$ cat src/rtl/flash_cmd_ctrl.sv
module flash_cmd_ctrl #(
  parameter int          AW     = 20,
  parameter logic [15:0] MFR_ID = 16'h0089,
  parameter logic [15:0] DEV_ID = 16'h00D4
) (
  input  logic          clk,
  input  logic          rp_n,
  input  logic          ce_n,
  input  logic          we_n,
  input  logic          oe_n,
  input  logic [AW-1:0] addr,
  input  logic [15:0]   dq_in,
  output logic [15:0]   dq_out,
  input  logic [15:0]   arr_rdata,
  output logic          eng_start,
  output logic          eng_erase,
  output logic [AW-1:0] eng_addr,
  output logic [15:0]   eng_data,
  output logic          eng_suspend,
  output logic          eng_resume,
  input  logic          eng_busy,
  input  logic          eng_psusp,
  input  logic          eng_esusp,
  input  logic [3:0]    eng_err_set
);
  typedef enum logic [1:0] {M_ARR, M_ID, M_STAT} mode_t;
  typedef enum logic [1:0] {P_NONE, P_PROG, P_ERASE} pend_t;
  typedef enum logic [2:0] {E_IDLE, E_PRUN, E_ERUN, E_PSUS, E_ESUS} est_t;

  logic [1:0] we_s, ce_s, rd_s;
  logic       we_q, rd_q;
  mode_t      mode;
  pend_t      pend;
  est_t       est;
  logic       run_erase;
  logic [3:0] sr_stk;
  logic [7:0] sr, sr_lat;
  logic       ok;

  wire  [7:0] cmd    = dq_in[7:0];
  wire        wr_stb = we_s[1] & ~we_q & ~ce_s[1];
  wire        rd_rise = rd_s[1] & ~rd_q;

  always_ff @(posedge clk or negedge rp_n)
    if (!rp_n) begin
      we_s <= 2'b11; ce_s <= 2'b11; rd_s <= 2'b00;
      we_q <= 1'b1;  rd_q <= 1'b0;
    end else begin
      we_s <= {we_s[0], we_n};
      ce_s <= {ce_s[0], ce_n};
      rd_s <= {rd_s[0], ~ce_n & ~oe_n};
      we_q <= we_s[1];
      rd_q <= rd_s[1];
    end

  always_comb
    if (eng_busy)       est = run_erase ? E_ERUN : E_PRUN;
    else if (eng_psusp) est = E_PSUS;
    else if (eng_esusp) est = E_ESUS;
    else                est = E_IDLE;

  always_comb
    case (est)
      E_IDLE:  ok = cmd inside {8'hFF, 8'h40, 8'h10, 8'h20, 8'h70, 8'h50, 8'h90};
      E_PRUN:  ok = cmd inside {8'h70, 8'hB0, 8'hD0};
      E_ERUN:  ok = cmd inside {8'h70, 8'hB0};
      E_PSUS:  ok = cmd inside {8'hFF, 8'h70, 8'h90, 8'hD0};
      default: ok = cmd inside {8'hD0, 8'h40, 8'h10, 8'hFF, 8'h70, 8'h90};
    endcase

  always_ff @(posedge clk or negedge rp_n)
    if (!rp_n) begin
      mode <= M_ARR; pend <= P_NONE; run_erase <= 1'b0; sr_stk <= '0;
      eng_start <= 1'b0; eng_erase <= 1'b0; eng_addr <= '0; eng_data <= '0;
      eng_suspend <= 1'b0; eng_resume <= 1'b0;
    end else begin
      eng_start   <= 1'b0;
      eng_suspend <= 1'b0;
      eng_resume  <= 1'b0;
      sr_stk      <= sr_stk | eng_err_set;
      if (wr_stb) begin
        if (pend == P_PROG) begin
          pend <= P_NONE; mode <= M_STAT;
          eng_start <= 1'b1; eng_erase <= 1'b0; run_erase <= 1'b0;
          eng_addr <= addr; eng_data <= dq_in;
        end else if (pend == P_ERASE) begin
          pend <= P_NONE; mode <= M_STAT;
          if (cmd == 8'hD0) begin
            eng_start <= 1'b1; eng_erase <= 1'b1; run_erase <= 1'b1;
            eng_addr <= addr; eng_data <= dq_in;
          end else
            sr_stk <= sr_stk | eng_err_set | 4'b1100;
        end else if (ok) begin
          case (cmd)
            8'hFF:        mode <= M_ARR;
            8'h90:        mode <= M_ID;
            8'h70:        mode <= M_STAT;
            8'h40, 8'h10: begin pend <= P_PROG;  mode <= M_STAT; end
            8'h20:        begin pend <= P_ERASE; mode <= M_STAT; end
            8'h50:        sr_stk <= eng_err_set;
            8'hB0:        begin eng_suspend <= 1'b1; mode <= M_STAT; end
            8'hD0: begin
              mode <= M_STAT;
              if (est == E_PSUS || est == E_ESUS) begin
                eng_resume <= 1'b1;
                run_erase  <= (est == E_ESUS);
              end
            end
            default: ;
          endcase
        end
      end
    end

  assign sr = {~eng_busy, eng_esusp, sr_stk[3], sr_stk[2], sr_stk[1], eng_psusp, sr_stk[0], 1'b0};

  always_ff @(posedge clk or negedge rp_n)
    if (!rp_n)        sr_lat <= '0;
    else if (rd_rise) sr_lat <= sr;

  always_comb
    case (mode)
      M_ARR:   dq_out = arr_rdata;
      M_ID:    dq_out = (addr[AW-1:1] == '0) ? (addr[0] ? DEV_ID : MFR_ID) : 16'h0000;
      default: dq_out = {8'h00, sr_lat};
    endcase


  req_excl_chk: assert property (@(posedge clk) disable iff (!rp_n)
    $onehot0({eng_start, eng_suspend, eng_resume}));

  start_pulse_chk: assert property (@(posedge clk) disable iff (!rp_n)
    eng_start |=> !eng_start);

  erase_confirm_chk: assert property (@(posedge clk) disable iff (!rp_n)
    (eng_start && eng_erase) |-> ($past(dq_in[7:0]) == 8'hD0));

  susp_running_chk: assert property (@(posedge clk) disable iff (!rp_n)
    eng_suspend |-> $past(eng_busy));

  stat_hold_chk: assert property (@(posedge clk) disable iff (!rp_n)
    (mode == M_STAT && $past(mode) == M_STAT && rd_q && $past(rd_q)) |-> $stable(dq_out));

  sticky_clear_chk: assert property (@(posedge clk) disable iff (!rp_n)
    $fell(sr_stk[2]) |-> $past(wr_stb && dq_in[7:0] == 8'h50));
endmodule

$ cat config.mk
export PLATFORM = sky130hd
export DESIGN_NAME = flash_cmd_ctrl
export DESIGN_NICKNAME = d
export VERILOG_FILES = /design/src/rtl/flash_cmd_ctrl.sv
export SDC_FILE = /design/constraint.sdc
export NUM_CORES = 1
export LEC_CHECK = 0
export ABC_AREA = 0
export BUFFER_PORTS_ARGS = -buffer_cell sky130_fd_sc_hd__buf_2
export CORE_UTILIZATION = 25
export DETAILED_ROUTE_END_ITERATION = 8
export PLACE_DENSITY = 0.44
export SYNTH_ARGS = -nofsm -noshare
export SYNTH_HDL_FRONTEND = slang
export SYNTH_SLANG_ARGS = --single-unit
$ cat constraint.sdc
create_clock -name clk -period 2.89 [get_ports clk]
set_clock_uncertainty 0.1 [all_clocks]
set_input_delay 0.289 -clock clk [delete_from_list [all_inputs] [get_ports clk]]
set_output_delay 0.289 -clock clk [all_outputs]
set_load 0.03 [all_outputs]
[Word level (Yosys, flattened, before mapping)]
Index checks and enable logic that the tools add are counted.
Widths: inputs -> output; s select.
Word-level totals
  bits in registers: 64
  input port bits: 64
  logic and storage cells: 115
Cells by class
  muxes and demuxes: 51
  bitwise operators: 11
  eq/ne operators: 16
  reduce and logical (&&, ||, !) cells: 21
Operator list (number)
  $mux 20: 3
  $mux 16: 3
  $eq 8x8->1 const B: 4
  $pmux 16 s2: 1
  $eq 8x7->1 const B: 3
  $mux 4: 6
  $mux 1: 23
  $logic_not 19->1: 1
  $mux 2: 7
  $mux 3: 3
  $reduce_and 3->1: 3
  $reduce_bool 3->1: 3
  $eq 8x5->1 const B: 1
  $eq 8x6->1 const B: 1
  $mux 8: 1
  $reduce_bool 4->1: 2
  $mux 7: 1
  $reduce_bool 7->1: 1
  $eq 3x2->1 const B: 2
  $not 1->1: 6
  $pmux 2 s3: 1
  $reduce_bool 2->1: 3
  $reduce_bool 6->1: 1
  $reduce_or 6->1: 1
  other kinds (14): 18

[Depth between registers and ports, before layout]
  depth after elaboration: 11
  mapped depth: 7
  depth with buffers taken out: 7

[Worst setup path before layout]
Ideal clock, no wire load.
  kind: input-to-reg
  from: in dq_in[0]
  to: reg sr_stk[0]
  arrival time: 1960 ps
  data required time: 2672 ps
  setup slack: 712 ps
  cell stages on the path: 7
  library setup time: 118 ps
  cells stage by stage: or4_4 buf_6 a2111oi_4 nor3_2 a32oi_2 nand4_2 a21o_1
On the way
  longest elaborated chain between the ends: 7
  elaborated cells on any way between the ends: 20
  those cells by class: eq/ne (9); mux (6); reduce/logical (5)
Ends and longest elaborated chain
  from (decl): line 12  | input logic [15:0] dq_in,
  $eq 8x8->1, or another cell as far along: line 64, 67, 68
  $reduce_bool 7->1, or another cell as far along: line 64  | E_IDLE: ok = cmd inside {8'hFF, 8'h40, 8'h10, 8'h20, 8'h70, 8'h50, 8'h90};
  $pmux 1 s4: line 63  | case (est)
  $mux 4 (*): line 93  | end else if (ok) begin
  $mux 4 (*): line 86  | end else if (pend == P_ERASE) begin
  $mux 4 (*): line 82  | if (pend == P_PROG) begin
  $mux 4 (*): line 81  | if (wr_stb) begin
  to (signal assigned): line 80  | sr_stk <= sr_stk | eng_err_set;
  to (signal assigned): line 92  | sr_stk <= sr_stk | eng_err_set | 4'b1100;
  to (signal assigned): line 100  | 8'h50: sr_stk <= eng_err_set;
  to (decl): line 36  | logic [3:0] sr_stk;
Every way passes the cells marked *; elsewhere a longest branch is shown, timed or not.
A chain may end at the register's enable or synchronous reset.

[Final worst setup path]
  from: reg mode[1]
  to: out dq_out[2]
On the way
  longest elaborated chain between the ends: 2
  elaborated cells on any way between the ends: 3
  those cells by class: eq/ne (1); mux (1); reduce/logical (1)
Ends and longest elaborated chain
  from (decl): line 32  | mode_t mode;
  from (signal assigned): line 73  | mode <= M_ARR; pend <= P_NONE; run_erase <= 1'b0; sr_stk <= '0;
  from (signal assigned): line 83  | pend <= P_NONE; mode <= M_STAT;
  from (signal assigned): line 87  | pend <= P_NONE; mode <= M_STAT;
  $eq 2x1->1 or $logic_not 2->1 (tied branches): line 122  | case (mode)
  $pmux 16 s2 (*): line 122
  to (decl): line 13  | output logic [15:0] dq_out,
Marked as above.

==> key figures <==
Placed design
  • GPL Wtd Cong: 0.796
  • Port bufs: 119
  • Pre-CTS setup slack: 0.446 ns
  • Detail Placement HPWL: 5840 µm

Logic synthesis
  • Synth Flop Type: dfrtp_1
  • YS warnings: 0
  • Mapped Cells: 244
  • Async S/R FF share, synth: 1.00
  • Synthesized flop and latch total: 64
  • Synthesized area per cell: 12.4 µm²
  • Seq/Total Area, Yosys: 0.530
  • Syn_nets: 310
  • Post-synth EDFFs: 0
  • Area of the mapped netlist: 3030 µm²
  • Synth unique cells: 59

Pwr
  • Sequential share of power: 0.336
  • Clock power frac: 0.391
  • P_leak: 0.00205 µW
  • Sw Share: 0.320
  • Max VDD drop: 311 µV
  • Switch Pwr: 1050 µW
  • Logic pwr share: 0.273
  • Cell Int Power: 2230 µW
  • Power density cells: 783 nW/µm²

Floorplanning
  • Chip width: 112 µm
  • Starting Density: 0.261
  • Row count: 39
  • Total core area: 11,600 µm²
  • Area of the die: 12,600 µm²
  • Die Y: 112 µm
  • # IOs: 120

Worst setup path
  • Crit path max fanout: 11
  • Crit. End Element: primary output
  • Data required, critical path: 2.50 ns
  • CP arrival: 1.90 ns
  • Setup CP Type: flop to primary output
  • Worst setup SP type: flop

Timing
  • Final Hold Fails: 0
  • Peak Freq: 437 MHz
  • Relative max-transition margin: 0.545
  • RSZ-0062 raised after global routing: false
  • Final setup margin: 0.601 ns
  • Setup violations, final: 0
  • Fin crit share: 0.792
  • Fin crit period: 2.29 ns
  • Final Slew Violations: 0
  • Sum of negative setup slack: 0 ns
  • Least-Margin Pin Slew: 0.682 ns

Status
  • Failing checks: DRC
  • Status: complete, but fails checks

Global route
  • GRT Resource Usage Total: 0.129
  • Largest net degree at the start of global routing: 37
  • Total congestion overflow: 0
  • Vias in the first global route: 2,452
  • Initial antenna violation count: 0
  • Global-route wire length before repair: 12,500 µm

Route
  • Avg WL per Cell: 15.0 µm
  • Vias per cell: 4.67
  • Iter 0 DRT Violations: 116
  • Via count: 2,422
  • 1st-pass router iterations: 6
  • Final wirelength: 7790 µm
  • DRC viols: 10
  • Antenna viol nets, final: 0

Final layout
  • Layout net count: 437
  • Diodes inserted: 0
  • Area of the multi-input gates: 1350 µm²
  • FF/Latch Area: 1610 µm²
  • Area growth syn-to-layout: 38.0%
  • Fillers: 1,199
  • Share of post-route cells with drive strength above 1: 0.543

CTS
  • # clock sinks: 64
  • Post-CTS setup repair buffer count: 0
  • Total CTS buffers: 9
  • Clock latency on the worst-skew pair: 0.32 ns
  • Hold_buf cts: 3
  • TritonCTS clock tree: done
  • Max clock buf depth: 2
  • Root buffer cell: clkbuf_16
  • H-Tree Depth: 3
  • Post-CTS sizing: 0
  • Clock-pin slew on the worst setup and hold paths: 0.05 ns

Run
  • Max-cap violations: 0

Min path
  • HP Class: input pin to flop
-- per-layer routing --
layer	GRT usage	up-vias	share of wire	wire [µm]
li1	-	1160	-	-
met1	0.161	1171	0.46	3550
met2	0.214	82	0.48	3730
met3	0.0248	9	0.050	390
met4	0.0649	0	0.015	113
met5	0	-	0	0
-- registers in the layout, indices dropped and copies added (netlist names), 2 cells and up --
name,cells
eng_addr,20
eng_data,16
sr_lat,7
sr_stk,4
ce_s,2
mode,2
pend,2
rd_s,2
we_s,2
-- final cells by class --
| type | count | share of cell area |
|---|---|---|
| clock buffer | 10 | 0.0571 |
| clock inverter | 6 | 0.0275 |
| timing repair buffer | 128 | 0.163 |
| tap | 143 | 0.0428 |
| multi-input combinational | 164 | 0.322 |
| sequential | 64 | 0.384 |
| inverter | 4 | 0.00359 |
-- cells in the final DEF (no fill, tap or decap), types with 3 or more instances in the layout --
master,Yosys,routed
buf_2,3,119
dfrtp_1,59,59
mux2_2,41,41
and2_1,11,11
nor2_1,9,9
nor4_1,9,9
clkbuf_16,0,9
nor3_1,8,8
nand2_1,8,8
a21o_1,5,5
dfstp_2,5,5
buf_4,2,5
a221o_1,4,4
o21ai_0,4,4
inv_1,4,4
nor3b_1,4,4
or2_2,4,4
a21oi_1,4,4
nor2b_1,3,3
xnor2_1,3,3
nand3_1,3,3
mux2_1,3,3
bufinv_16,0,3
dlygate4sd3_1,0,3
-- cell families after synthesis --
family	Yosys count	synth area share
multiplexers	45	0.167
flip-flops	64	0.530
buffers and inverters	16	0.0260
AO/OA/AOI/OAI	35	0.0990
adder cells (fa/ha/maj)	2	0.00825
XOR/XNOR	5	0.0144
AND/OR/NAND/NOR	77	0.156
-- path summary, 6_finish.rpt --
path,startpoint,endpoint,slack [ns],cells after the start
setup / recovery,mode[1]$_DFFE_PN0P_,dq_out[2],0.60,5
hold / removal,oe_n,rd_s[0]$_DFF_PN0_,0.02,2
setup reg to reg,we_s[1]$_DFF_PN1_,eng_addr[15]$_DFFE_PN0P_,0.88,6
hold reg to reg,ce_s[0]$_DFF_PN1_,ce_s[1]$_DFF_PN1_,0.26,0
max in group asynchronous,rp_n,sr_lat[4]$_DFFE_PN0P_,1.60,3
min in group asynchronous,rp_n,eng_data[8]$_DFFE_PN0P_,0.44,2
-- power groups by stage --
stage | Sequential (µW) | Combinational [µW] | Clock, µW
final | 1100 | 894 | 1280
after global routing | 1120 | 958 | 1360
after CTS | 1110 | 905 | 1320
after detailed placement | 1120 | 902 | 0
after global placement | 1110 | 903 | 0
after floorplan | 1310 | 415 | 0
-- through the flow --
| step | instance area (µm²) | std cells | util | hold slack [ns] | power (µW) |
|---|---|---|---|---|---|
| floorplan | 3030 | 244 | - | -0.107 | 1730 |
| finish | 4190 | 519 | 0.360 | 0.0231 | 3280 |
| global route | 4190 | 519 | 0.360 | 0.0245 | 3440 |
| global placement | 3800 | 500 | 0.327 | 0.240 | 2020 |
| CTS | 4190 | 519 | 0.360 | 0.0111 | 3330 |
| detailed placement | 3800 | 500 | 0.327 | 0.248 | 2020 |
-- worst max-delay path, stage by stage (launching register included) --
cell	delay, ns
dfrtp_1	0.51
nand3b_1	0.23
nor3_1	0.30
and2_1	0.22
a221o_1	0.12
buf_2	0.19
-- synthesized netlist by cell type (3+ instances only) --
cell type	count	share of area
dfrtp_1	59	0.49
mux2_2	41	0.15
and2_1	11	0.023
nor2_1	9	0.011
nor4_1	9	0.019
nand2_1	8	0.0099
nor3_1	8	0.013
a21o_1	5	0.012
clkbuf_1	5	0.0062
dfstp_2	5	0.043
a21oi_1	4	0.0066
a221o_1	4	0.013
inv_1	4	0.0049
nor3b_1	4	0.0099
o21ai_0	4	0.0066
or2_2	4	0.0082
buf_2	3	0.0049
mux2_1	3	0.011
nand3_1	3	0.0049
nor2b_1	3	0.0062
xnor2_1	3	0.0087
(Power assumes the default switching activity.)
